$ cat src/rtl/i2c_irq_pkg.sv
`timescale 1ns/1ps
package i2c_irq_pkg;
    localparam int REG_W       = 16;
    localparam int NUM_IRQ_EVT = 5;
    localparam int NUM_ERR_EVT = 2;
    localparam int NUM_EVT     = NUM_IRQ_EVT + NUM_ERR_EVT;
    localparam int VEC_W       = $clog2(NUM_IRQ_EVT + 1);
    localparam int POS_TX_UDF  = 10;
    localparam int POS_RX_OVR  = 11;
    localparam int POS_BUSY    = 12;

    typedef struct packed {
        logic [NUM_IRQ_EVT-1:0] ie;
        logic [REG_W-1:0]       rdata;
    } port_state_t;
endpackage

$ cat src/rtl/i2c_irq_flags.sv
`timescale 1ns/1ps
module i2c_irq_flags #(
    parameter int N = 7
) (
    input  logic         clk,
    input  logic         rst_n,
    input  logic [N-1:0] set_i,
    input  logic [N-1:0] clr_i,
    output logic [N-1:0] flags_o
);
    typedef struct packed {
        logic [N-1:0] flags;
    } flag_state_t;

    flag_state_t st_d, st_q;

    always_comb begin
        st_d = st_q;
        for (int i = 0; i < N; i++) begin
            // a fresh event outranks a clear in the same cycle
            if (set_i[i])      st_d.flags[i] = 1'b1;
            else if (clr_i[i]) st_d.flags[i] = 1'b0;
        end
    end

    always_ff @(posedge clk or negedge rst_n) begin
        if (!rst_n) st_q <= '0;
        else        st_q <= st_d;
    end

    assign flags_o = st_q.flags;

    for (genvar g = 0; g < N; g++) begin : g_chk
        AST_EVENT_STICKS: assert property (@(posedge clk) disable iff (!rst_n)
            set_i[g] |=> flags_o[g]);
        AST_CLEAR_TAKES: assert property (@(posedge clk) disable iff (!rst_n)
            (clr_i[g] && !set_i[g]) |=> !flags_o[g]);
        AST_FLAG_HOLDS: assert property (@(posedge clk) disable iff (!rst_n)
            (!clr_i[g] && !set_i[g]) |=> $stable(flags_o[g]));
    end
endmodule

$ cat src/rtl/i2c_irq_prio.sv
`timescale 1ns/1ps
module i2c_irq_prio #(
    parameter int N = 5,
    parameter int W = 3
) (
    input  logic         clk,
    input  logic         rst_n,
    input  logic [N-1:0] pending_i,
    output logic [W-1:0] code_o,
    output logic         any_o
);
    always_comb begin
        code_o = '0;
        for (int i = N - 1; i >= 0; i--) begin
            if (pending_i[i]) code_o = W'(i + 1);
        end
    end

    assign any_o = |pending_i;

    AST_CODE_IS_PENDING: assert property (@(posedge clk) disable iff (!rst_n)
        (code_o != '0) |-> pending_i[code_o - 1'b1]);
endmodule

$ cat src/rtl/i2c_irq_status.sv
`timescale 1ns/1ps
module i2c_irq_status
    import i2c_irq_pkg::*;
#(
    parameter int               ADDR_W   = 8,
    parameter logic [ADDR_W-1:0] OFF_IE   = 'h04,
    parameter logic [ADDR_W-1:0] OFF_STAT = 'h08,
    parameter logic [ADDR_W-1:0] OFF_VEC  = 'h0C
) (
    input  logic              clk,
    input  logic              rst_n,
    input  logic              evt_arb_lost,
    input  logic              evt_no_ack,
    input  logic              evt_acc_rdy,
    input  logic              evt_rx_rdy,
    input  logic              evt_tx_rdy,
    input  logic              evt_rx_ovr,
    input  logic              evt_tx_udf,
    input  logic              bus_busy,
    input  logic [ADDR_W-1:0] reg_addr,
    input  logic              reg_wr,
    input  logic              reg_rd,
    input  logic [REG_W-1:0]  reg_wdata,
    output logic [REG_W-1:0]  reg_rdata,
    output logic              irq
);
    port_state_t st_d, st_q;

    logic [NUM_EVT-1:0]     evt_vec, flag_vec, clr_vec;
    logic [NUM_IRQ_EVT-1:0] pend_vec, vec_clr;
    logic [VEC_W-1:0]       vec_code;
    logic [REG_W-1:0]       stat_word;
    logic                   sel_ie, sel_stat, sel_vec;

    assign evt_vec  = {evt_rx_ovr, evt_tx_udf, evt_tx_rdy, evt_rx_rdy,
                       evt_acc_rdy, evt_no_ack, evt_arb_lost};
    assign sel_ie   = (reg_addr == OFF_IE);
    assign sel_stat = (reg_addr == OFF_STAT);
    assign sel_vec  = (reg_addr == OFF_VEC);
    assign pend_vec = flag_vec[NUM_IRQ_EVT-1:0] & st_q.ie;

    i2c_irq_flags #(.N(NUM_EVT)) u_flags (
        .clk     (clk),
        .rst_n   (rst_n),
        .set_i   (evt_vec),
        .clr_i   (clr_vec),
        .flags_o (flag_vec)
    );

    i2c_irq_prio #(.N(NUM_IRQ_EVT), .W(VEC_W)) u_prio (
        .clk       (clk),
        .rst_n     (rst_n),
        .pending_i (pend_vec),
        .code_o    (vec_code),
        .any_o     (irq)
    );

    always_comb begin
        stat_word                          = '0;
        stat_word[NUM_IRQ_EVT-1:0]         = flag_vec[NUM_IRQ_EVT-1:0];
        stat_word[POS_TX_UDF]              = flag_vec[NUM_IRQ_EVT];
        stat_word[POS_RX_OVR]              = flag_vec[NUM_IRQ_EVT+1];
        stat_word[POS_BUSY]                = bus_busy;
    end

    always_comb begin
        vec_clr = '0;
        if (reg_rd && sel_vec && vec_code != '0)
            vec_clr[vec_code - 1'b1] = 1'b1;
        clr_vec = '0;
        if (reg_wr && sel_stat)
            clr_vec = {reg_wdata[POS_RX_OVR], reg_wdata[POS_TX_UDF],
                       reg_wdata[NUM_IRQ_EVT-1:0]};
        clr_vec[NUM_IRQ_EVT-1:0] = clr_vec[NUM_IRQ_EVT-1:0] | vec_clr;
    end

    always_comb begin
        st_d = st_q;
        if (reg_wr && sel_ie)
            st_d.ie = reg_wdata[NUM_IRQ_EVT-1:0];
        if (reg_rd) begin
            st_d.rdata = '0;
            if (sel_ie)        st_d.rdata[NUM_IRQ_EVT-1:0] = st_q.ie;
            else if (sel_stat) st_d.rdata = stat_word;
            else if (sel_vec)  st_d.rdata[VEC_W-1:0] = vec_code;
        end
    end

    always_ff @(posedge clk or negedge rst_n) begin
        if (!rst_n) st_q <= '0;
        else        st_q <= st_d;
    end

    assign reg_rdata = st_q.rdata;

    AST_VEC_ZERO_IFF_QUIET: assert property (@(posedge clk) disable iff (!rst_n)
        $past(reg_rd && sel_vec) |-> ((reg_rdata == '0) == !$past(irq)));
    AST_UNMAPPED_ZERO: assert property (@(posedge clk) disable iff (!rst_n)
        $past(reg_rd && !sel_ie && !sel_stat && !sel_vec) |-> (reg_rdata == '0));
    AST_RDATA_HOLDS: assert property (@(posedge clk) disable iff (!rst_n)
        !$past(reg_rd) |-> $stable(reg_rdata));
    AST_IE_UPPER_ZERO: assert property (@(posedge clk) disable iff (!rst_n)
        $past(reg_rd && sel_ie) |-> (reg_rdata[REG_W-1:NUM_IRQ_EVT] == '0));
endmodule

$ cat config.mk
export PLATFORM = sky130hd
export DESIGN_NAME = i2c_irq_status
export DESIGN_NICKNAME = d
export VERILOG_FILES = /design/src/rtl/i2c_irq_pkg.sv /design/src/rtl/i2c_irq_flags.sv /design/src/rtl/i2c_irq_prio.sv /design/src/rtl/i2c_irq_status.sv
export SDC_FILE = /design/constraint.sdc
export NUM_CORES = 1
export LEC_CHECK = 0
export BUFFER_PORTS_ARGS = -buffer_cell sky130_fd_sc_hd__buf_2
export CORE_ASPECT_RATIO = 1.1
export CORE_MARGIN = 1
export CORE_UTILIZATION = 53
export CTS_BUF_LIST = sky130_fd_sc_hd__clkbuf_4
export DETAILED_ROUTE_END_ITERATION = 12
export GPL_ROUTABILITY_DRIVEN = 0
export MAX_ROUTING_LAYER = met4
export PLACE_DENSITY = 0.87
export SLEW_MARGIN = 10
export SYNTH_ARGS = -nofsm -noshare
export SYNTH_HDL_FRONTEND = slang
export SYNTH_SLANG_ARGS = --single-unit
$ cat constraint.sdc
create_clock -name clk -period 5.2 [get_ports clk]
set_input_delay 1.04 -clock clk [delete_from_list [all_inputs] [get_ports clk]]
set_output_delay 1.04 -clock clk [all_outputs]
set_load 0.01 [all_outputs]
==> out/metrics.yaml, run 1 <==
die:
  die_w_um: 48.8
  initial_core_util_pct: 56.7
  die_area_um2: 2610
  die-height_um: 53.5
  core_area_um2: 2250
  io_pins: 53
  rows: 18
cts:
  insertion_delay_ns: 0.31
  clk_pin_slew_ns: 0.11
  clock_sinks: 20
  cts_hold_buf: 0
  cts_resized: 0
  htreeDepth: 1
  tritoncts: "yes"
  numCtsBuffers: 3
  clock_path_buffers: 2
  cts_root_buf: "clkbuf_4"
  post_cts_buffers: 0
placed_design:
  hpwl_mm: 2.07
  port_buffers: 35
worst_setup_path:
  required_ns: 4.16
  path_buf_inv: 1
  cp-end-kind: "output pin"
  cp_max_fo: 6
  path_class: "reg -> out"
  path_cells: "a222oi_1 > nand2_1 > buf_2"
  crit_path_start_kind: "flip-flop"
  crit_family: "compound AO/OA/AOI/OAI gates"
  max_stage_delay_ns: 0.65
  critPathSlowestCell: "a222oi_1"
  arrival_ns: 1.71
final_layout:
  diodes: 0
  fin_nets: 194
  layout-drive-gt1-share_pct: 32.7
  synthToLayoutAreaGrowth_pct: 9.50
  regArea_um2: 500
  fillerInstances: 212
  multi_input_area_um2: 629
logic_synthesis:
  yosysMostFrequentCell: "dfrtp_1"
  syn-cell-area_um2: 1280
  yosysUniqueCellTypes: 37
  ys_seq_area_share_pct: 39.2
  synth_xor_area_share_pct: 0
  synthSimpleGateAreaFrac_pct: 20.2
  synth_edf_count: 0
  ys_ff_latch: 20
  synth_cells: 130
  synth_top_family_by_area: "simple AND/OR/NAND/NOR gates"
  yosys-top-cells-area: "dfrtp_1 (39%), buf_4 (9.4%), mux2_4 (5.9%)"
  syn_area_per_cell_um2: 9.83
  synthArstFlopShare_pct: 100
  synthMuxAreaShare_pct: 5.88
  synth_top_area_share_pct: 39.2
  synth-warning-count: 0
  synth_commonest_cells: "dfrtp_1 (20), nand2_1 (18), buf_4 (16)"
  synthFlopType: "dfrtp_1"
  synth_compound_area_share_pct: 19.9
  yosysTopAreaCell: "dfrtp_1"
  synthAdderAreaFrac_pct: 0.979
hold_path:
  hold_class: "reg -> reg"
power_and_ir_drop:
  p_leak_nw: 0.668
  p_clk_share_pct: 26.0
  power_frac_seq_pct: 54.8
  switching_power_mw: 0.0853
  p_comb_share_pct: 19.3
  powerDensity_nw_per_um2: 211
  switching_share_pct: 28.9
  finalPower_mw: 0.295
  vdd_drop_max_uv: 158
  intPower_mw: 0.209
timing:
  post-route-period-util_pct: 52.8
  max_freq_mhz: 364
  finClkSkew_ns: 0.00833
  slew_viol_final: 0
  setup_tns_ns: 0
  rsz0062_at_grt: "false"
  worst_pin_slew_ns: 0.682
  max-slew-margin-rel_pct: 54.5
  layout_min_cycle_time_ns: 2.75
  setup_viol: 0
  hold_viol_final: 0
detailed_routing:
  drcViolationCount: 0
  viasPerCell: 5.61
  firstDrtPassIters: 4
  detail_route.wl_per_cell_um: 14.1
  ant_nets: 0
  drt-initial-drc-count: 35
  vias: 1043
  wl_mm: 2.62
job:
  max-cap-violations: 0
global_routing:
  grt.total_usage_pct: 24.0
  antenna_found_initial: 0
  grt_pass1_vias: 972
  grt_pass1_wl_mm: 4.46
  gr-total-overflow: 0
  grt_max_degree: 21
run_status:
  status: "completed"
## layout by cell type, fill, tap and decap left out, types with 2 or more instances in the layout
master / count
a21o_1: 3
a21oi_1: 2
a221oi_1: 2
a22o_1: 2
a31o_1: 5
and2_1: 2
and3_1: 3
buf_2: 35
clkbuf_4: 3
clkinv_1: 2
conb_1: 8
dfrtp_1: 20
inv_1: 7
mux2_4: 5
nand2_1: 18
nand2b_1: 2
nor2_1: 8
nor4_2: 2
nor4_4: 2
o211ai_1: 5
o21ai_0: 3
o2bb2ai_1: 4
## cells by family (layout without fill, tap and decap cells)
logic type,after synthesis,in the layout
and+or+nand+nor,43,43
AOI/OAI and AO/OA,32,32
buffers and inverters,28,47
DFF,20,20
muxes,5,5
adders and majority gates,1,1
other,1,8
## layer usage
metal,up-vias,routed length [µm],global-route usage (%)
met2,52,1330,41.2
met1,487,1080,28.1
met5,-,0,-
met3,3,182,4.31
li1,501,-,-
met4,0,29,10.3
## worst paths after layout
check | start | end | slack, ns | cells after the start
setup / recovery | u_flags.flags_o[1] | irq | 2.45 | 3
hold / removal | reg_rdata[10] | reg_rdata[10] | 0.49 | 1
setup reg to reg | u_flags.flags_o[1] | u_flags.flags_o[3] | 2.68 | 8
hold reg to reg | reg_rdata[10] | reg_rdata[10] | 0.49 | 1
max in group asynchronous | rst_n | u_flags.flags_o[2] | 4.24 | 1
min in group asynchronous | rst_n | reg_rdata[10] | 0.65 | 1
## sequential cells by signal, summed over array words and instances, names as in the netlist
register	flops
st_q	5
u_flags.flags_o	7
reg_rdata	8
## through the flow
stage / worst slack (ns) / hold WS, ns / util, % / instances / cell area [µm²]
3_5_place_dp: 2.46 / 0.472 / 60.9 / 182 / 1370
5_1_grt: 2.31 / 0.506 / 62.1 / 186 / 1400
6_report: 2.45 / 0.491 / 62.1 / 186 / 1400
3_3_place_gp: 2.51 / 0.463 / 60.9 / 182 / 1370
2_1_floorplan: 2.66 / 0.449 / - / 137 / 1300
4_1_cts: 2.48 / 0.498 / 62.1 / 186 / 1400
## power by group through the flow
stage	clock network [mW]	logic [mW]	registers, mW
2_1_floorplan	0	0.0405	0.164
3_3_place_gp	0	0.0535	0.165
3_5_place_dp	0	0.0561	0.165
4_1_cts	0.0765	0.0566	0.162
5_1_grt	0.0852	0.0637	0.162
6_report	0.0765	0.0568	0.162
## worst reg2reg max path, stage by stage (launching register included)
cell,delay (ns)
dfrtp_1,0.46
and2_1,0.21
o221ai_1,0.40
inv_1,0.17
ha_1,0.34
nand2b_1,0.17
nor4_2,0.26
o211ai_1,0.18
a31o_1,0.24
## cell type report
| type | instances | share of cell area [%] |
|---|---|---|
| multi-input combinational | 89 | 45.0 |
| timing repair buffer | 35 | 12.5 |
| clock buffer | 3 | 1.61 |
| tap | 30 | 2.68 |
| sequential | 20 | 35.8 |
| inverter | 8 | 2.15 |
| clock inverter | 1 | 0.268 |
Note: power is estimated with default switching activity, not from simulation.
==> run 2, diff against run 1 <==
- CORE_UTILIZATION: 53 -> 45
- PLACE_DENSITY: 0.87 -> 0.79
- clock period: 5.2 -> 2.3 ns (I/O delays scaled with it)
==> out/metrics.yaml, run 2 (synthesis gave the netlist of run 1 again) <==
power_and_ir_drop:
  intPower_mw: 0.486  # +130%
  power_frac_seq_pct: 52.9  # -1.9 points
  vdd_drop_max_uv: 313  # +98%
  switching_power_mw: 0.206  # +140%
  p_comb_share_pct: 21.8  # +2.5 points
  powerDensity_nw_per_um2: 476  # +130%
  switching_share_pct: 29.8  # +0.82 points
  p_clk_share_pct: 25.3  # -0.7 points
  p_leak_nw: 0.701  # +4.8%
cts:
  tritoncts: "yes"
  clock_path_buffers: 2  # unchanged
  cts_root_buf: "clkbuf_4"
  numCtsBuffers: 3  # unchanged
  clock_sinks: 20  # unchanged
  htreeDepth: 1  # unchanged
  cts_hold_buf: 0  # unchanged
  clk_pin_slew_ns: 0.12  # about the same
  insertion_delay_ns: 0.30  # about the same
detailed_routing:
  viasPerCell: 5.52  # -1.5%
  vias: 1055  # +1.2%
  detail_route.wl_per_cell_um: 15.0  # +6.1%
  firstDrtPassIters: 4  # unchanged
  drt-initial-drc-count: 18  # -49%
  drcViolationCount: 0  # unchanged
  ant_nets: 0  # unchanged
  wl_mm: 2.86  # +9.0%
final_layout:
  multi_input_area_um2: 653  # +3.8%
  fillerInstances: 248  # +17%
  regArea_um2: 500  # unchanged
  final_util_pct: 56.1  # -6.0 points
  layout-drive-gt1-share_pct: 35.0  # +2.3 points
  diodes: 0  # unchanged
  largest_register_ffs: 8  # unchanged
  synthToLayoutAreaGrowth_pct: 13.8
  final_cell_mix: "buf_2 (35), dfrtp_1 (20), nand2_1 (18)"
  fin_nets: 198  # +2.1%
  final_common_cell: "buf_2"
worst_setup_path:
  arrival_ns: 2.38  # +0.67 ns
  path_cells: "and2_1 > o221ai_2 > inv_1 > ha_1 > nand2b_1 > nor4_4 > o211ai_1 > a31o_1"
  path_class: "reg -> reg"
  cp-end-kind: "flip-flop"
  path_buf_inv: 1  # unchanged
  crit_path_start_kind: "flip-flop"
  critPathSlowestCell: "dfrtp_1"
  required_ns: 2.51  # -1.65 ns
  max_stage_delay_ns: 0.45  # -0.20 ns
  crit_family: "simple AND/OR/NAND/NOR gates"
  cp_max_fo: 5  # -1
die:
  die-height_um: 57.9  # +8.2%
  io_pins: 53  # unchanged
  initial_core_util_pct: 49.3  # -7.4 points
  die_w_um: 52.8  # +8.2%
  core_area_um2: 2590  # +15%
  rows: 19  # +1
  die_area_um2: 3060  # +17%
timing:
  layout_min_cycle_time_ns: 2.18
  hold_viol_final: 0  # unchanged
  finClkSkew_ns: 0.00226  # -0.00607 ns
  setup_slack_ns: 0.123  # -2.33 ns
  slew_viol_final: 0  # unchanged
  setup_tns_ns: 0  # unchanged
  max_freq_mhz: 459
  post-route-period-util_pct: 94.6
  setup_viol: 0  # unchanged
  rsz0062_at_grt: "false"
placed_design:
  hpwl_mm: 2.23  # +7.8%
  dp_slack_ns: 0.0644  # -2.40 ns
  port_buffers: 35  # unchanged
hold_path:
  hold_class: "in -> async"
global_routing:
  grt.total_usage_pct: 21.2  # -2.8 points
  gr-total-overflow: 0  # unchanged
  grt_pass1_wl_mm: 4.67  # +4.6%
  grt_max_degree: 21  # unchanged
  antenna_found_initial: 0  # unchanged
  grt_pass1_vias: 1044  # +7.4%
run_status:
  status: "completed"
job:
  max-cap-violations: 0  # unchanged
-- run 2: worst reg2reg max path: stages, from the launching register on --
cell      delay [ns]
dfrtp_1         0.45
and2_1          0.21
o221ai_2        0.18
inv_1           0.11
ha_1            0.33
nand2b_1        0.19
nor4_4          0.20
o211ai_1        0.17
a31o_1          0.24
-- run 2: final timing paths --
path | from | to | slack [ns] | depth (start not counted)
worst min-delay path | rst_n | reg_rdata[10] | 0.08 | 1
min in group clk | evt_rx_ovr | u_flags.flags_o[6] | 0.33 | 2
max in group asynchronous | rst_n | u_flags.flags_o[1] | 1.91 | 1
worst max register to register | u_flags.flags_o[1] | u_flags.flags_o[3] | 0.12 | 8
worst min register to register | u_flags.flags_o[6] | u_flags.flags_o[6] | 0.50 | 1
worst max-delay path | u_flags.flags_o[1] | u_flags.flags_o[3] | 0.12 | 8
-- run 2: power groups by stage --
stage	registers, mW	logic, mW	clock network [mW]
after detailed placement	0.372	0.133	0
after global routing	0.366	0.166	0.192
after floorplan	0.370	0.0916	0
final	0.366	0.151	0.175
after global placement	0.372	0.125	0
after CTS	0.365	0.135	0.178
-- run 2: what timing repair did --
| action | in CTS | in global routing |
|---|---|---|
| buffers inserted | 0 | 3 |
| gates resized for setup | 0 | 3 |
| endpoints found under the setup margin | 0 | 6 |
-- run 2: layout make-up --
cell class | count | area share (%)
Multi-Input combinational cell | 89 | 44.9
Sequential cell | 20 | 34.4
Timing Repair Buffer | 39 | 14.1
Tap cell | 31 | 2.67
Inverter | 8 | 2.07
Clock buffer | 3 | 1.55
Clock inverter | 1 | 0.258
-- run 2: metal layers --
metal	global-route usage [%]	part of all wire, %	up-vias
li1	-	-	502
met1	26.4	44	510
met2	35.3	51	39
met3	3.41	4.7	4
met4	6.02	0.98	0
met5	-	0	-
-- run 2: metrics by stage --
stage	hold WS [ns]	area (µm²)	total power, mW	std cells
after CTS	0.0963	1410	0.678	188
after detailed placement	0.431	1380	0.506	184
final	0.0826	1450	0.692	191
after global routing	0.104	1450	0.725	191
after floorplan	0.164	1300	0.462	137
after global placement	0.418	1380	0.497	184
==> run 3, diff against run 2 <==
- CORE_UTILIZATION: 45 -> 40
- PLACE_DENSITY: 0.79 -> 0.71
==> out/metrics.yaml, run 3 (synthesis gave the netlist of run 1 again) <==
run_status:
  status: "completed"
worst_setup_path:
  rrSetupSlack_ns: 0.14  # about the same
  crit_path_start_kind: "flip-flop"
  rr_endpoint: "u_flags.flags_o[2]"
  required_ns: 2.51  # about the same
  timing.rr.start: "st_q[19]"
  cp_max_fo: 4  # -1
  cp-end-kind: "flip-flop"
  reg2regPathDepth: 8  # unchanged
  path_class: "reg -> reg"
  critPathLaunch: "st_q[19]"
  arrival_ns: 2.37  # about the same
power_and_ir_drop:
  vdd_drop_max_uv: 313  # -0.21%
  p_leak_nw: 0.683  # -2.6%
  powerDensity_nw_per_um2: 470  # -1.3%
timing:
  post-route-period-util_pct: 94.0  # -0.65 points
  finClkSkew_ns: 0.00495  # +0.00269 ns
  rsz0062_at_grt: "false"
  setup_viol: 0  # unchanged
  hold_viol_final: 0  # unchanged
  layout_min_cycle_time_ns: 2.16  # -0.0148 ns
  setup_tns_ns: 0  # unchanged
  worst_pin_slew_ns: 0.498
  max_freq_mhz: 463  # +0.69%
  slew_viol_final: 0  # unchanged
  max-slew-margin-rel_pct: 66.6
die:
  die_w_um: 55.9  # +5.8%
  core_area_um2: 3050  # +18%
  rows: 21  # +2
  die_area_um2: 3420  # +12%
  die-height_um: 61.3  # +5.9%
  io_pins: 53  # unchanged
  initial_core_util_pct: 41.9  # -7.4 points
cts:
  insertion_delay_ns: 0.30  # about the same
  clk_pin_slew_ns: 0.11  # about the same
  cts_hold_buf: 0  # unchanged
  clock_path_buffers: 2  # unchanged
  cts_root_buf: "clkbuf_4"
  numCtsBuffers: 3  # unchanged
  clock_sinks: 20  # unchanged
  tritoncts: "yes"
  htreeDepth: 1  # unchanged
final_layout:
  final_util_pct: 46.9  # -9.2 points
  final_common_cell: "buf_2"
  largest_register_ffs: 8  # unchanged
  fillerInstances: 298  # +20%
  design_area_um2: 1430  # -1.6%
  regArea_um2: 500  # unchanged
  diodes: 0  # unchanged
  layout-drive-gt1-share_pct: 34.4  # -0.61 points
  synthToLayoutAreaGrowth_pct: 11.9
  fin_nets: 196  # -1.0%
  multi_input_area_um2: 644  # -1.3%
  final_cell_mix: "buf_2 (35), dfrtp_1 (20), nand2_1 (18)"
detailed_routing:
  drcViolationCount: 0  # unchanged
  detail_route.wl_per_cell_um: 14.0  # -6.5%
  drt-initial-drc-count: 46  # +28
  vias: 1040  # -1.4%
  firstDrtPassIters: 4  # unchanged
  ant_nets: 0  # unchanged
  wl_mm: 2.67  # -6.5%
  viasPerCell: 5.45  # -1.4%
placed_design:
  post_dp_cell_area_um2: 1390  # +0.82%
  port_buffers: 35  # unchanged
  hpwl_mm: 2.08  # -6.9%
global_routing:
  grt.total_usage_pct: 17.5  # -3.7 points
  gr-total-overflow: 0  # unchanged
  grt_pass1_wl_mm: 4.39  # -6.1%
  grt_pass1_vias: 982  # -5.9%
  grt_max_degree: 21  # unchanged
  antenna_found_initial: 0  # unchanged
job:
  max-cap-violations: 0  # unchanged
hold_path:
  hold_class: "in -> async"
run 3: cell count changes in the layout (fill, tap and decap cells not counted), sizes merged:
cell    delta
clkinv     -1
buf        -2
run 3: where the power goes:
group	total [mW]	switching [mW]	leakage (nW)	internal (mW)
Combinational	0.138	0.0801	0.430	0.0577
Clock	0.169	0.107	0.0138	0.0612
Sequential	0.365	0.00668	0.239	0.359
run 3: timing repair:
| action | CTS | global route |
|---|---|---|
| endpoints found under the setup margin | 0 | 2 |
| gates resized for setup | 0 | 2 |
| setup buffers | 0 | 0 |
run 3: final cells by class:
| class | count | area share [%] |
|---|---|---|
| inverter | 8 | 2.10 |
| clock buffer | 3 | 1.57 |
| tap | 34 | 2.97 |
| sequential | 20 | 35.0 |
| timing repair buffer | 37 | 13.3 |
| multi-input combinational | 89 | 45.1 |
run 3: through the flow:
step / cells / power, mW / hold WS, ns / worst slack (ns)
floorplan: 137 / 0.462 / 0.164 / 0.238
global placement: 188 / 0.500 / 0.421 / 0.190
detailed placement: 188 / 0.504 / 0.437 / 0.0925
CTS: 191 / 0.667 / 0.106 / 0.0524
global route: 191 / 0.706 / 0.109 / 0.0513
finish: 191 / 0.672 / 0.0856 / 0.138
run 3: worst max path at each step:
stage | slack, ns | end | depth (start not counted)
2_1_floorplan | 0.24 | u_flags.flags_o[2] | 8
3_3_place_gp | 0.19 | u_flags.flags_o[2] | 5
3_5_place_dp | 0.09 | u_flags.flags_o[2] | 8
4_1_cts | 0.05 | u_flags.flags_o[2] | 8
5_1_grt | 0.05 | u_flags.flags_o[2] | 8
6_report | 0.14 | u_flags.flags_o[2] | 8
run 3: layer usage:
metal	wire, µm	up-vias	GRT usage (%)
li1	-	503	-
met1	1120	480	20.9
met2	1300	44	26.7
met3	135	13	3.99
met4	120	0	12.5
met5	0	-	-
run 3: worst max-delay path, stage by stage (launching register included):
cell,delay (ns)
dfrtp_1,0.43
a22o_1,0.25
o221ai_2,0.17
inv_1,0.10
ha_1,0.30
nand2b_1,0.18
nor4_4,0.19
o211ai_1,0.18
a31o_1,0.25
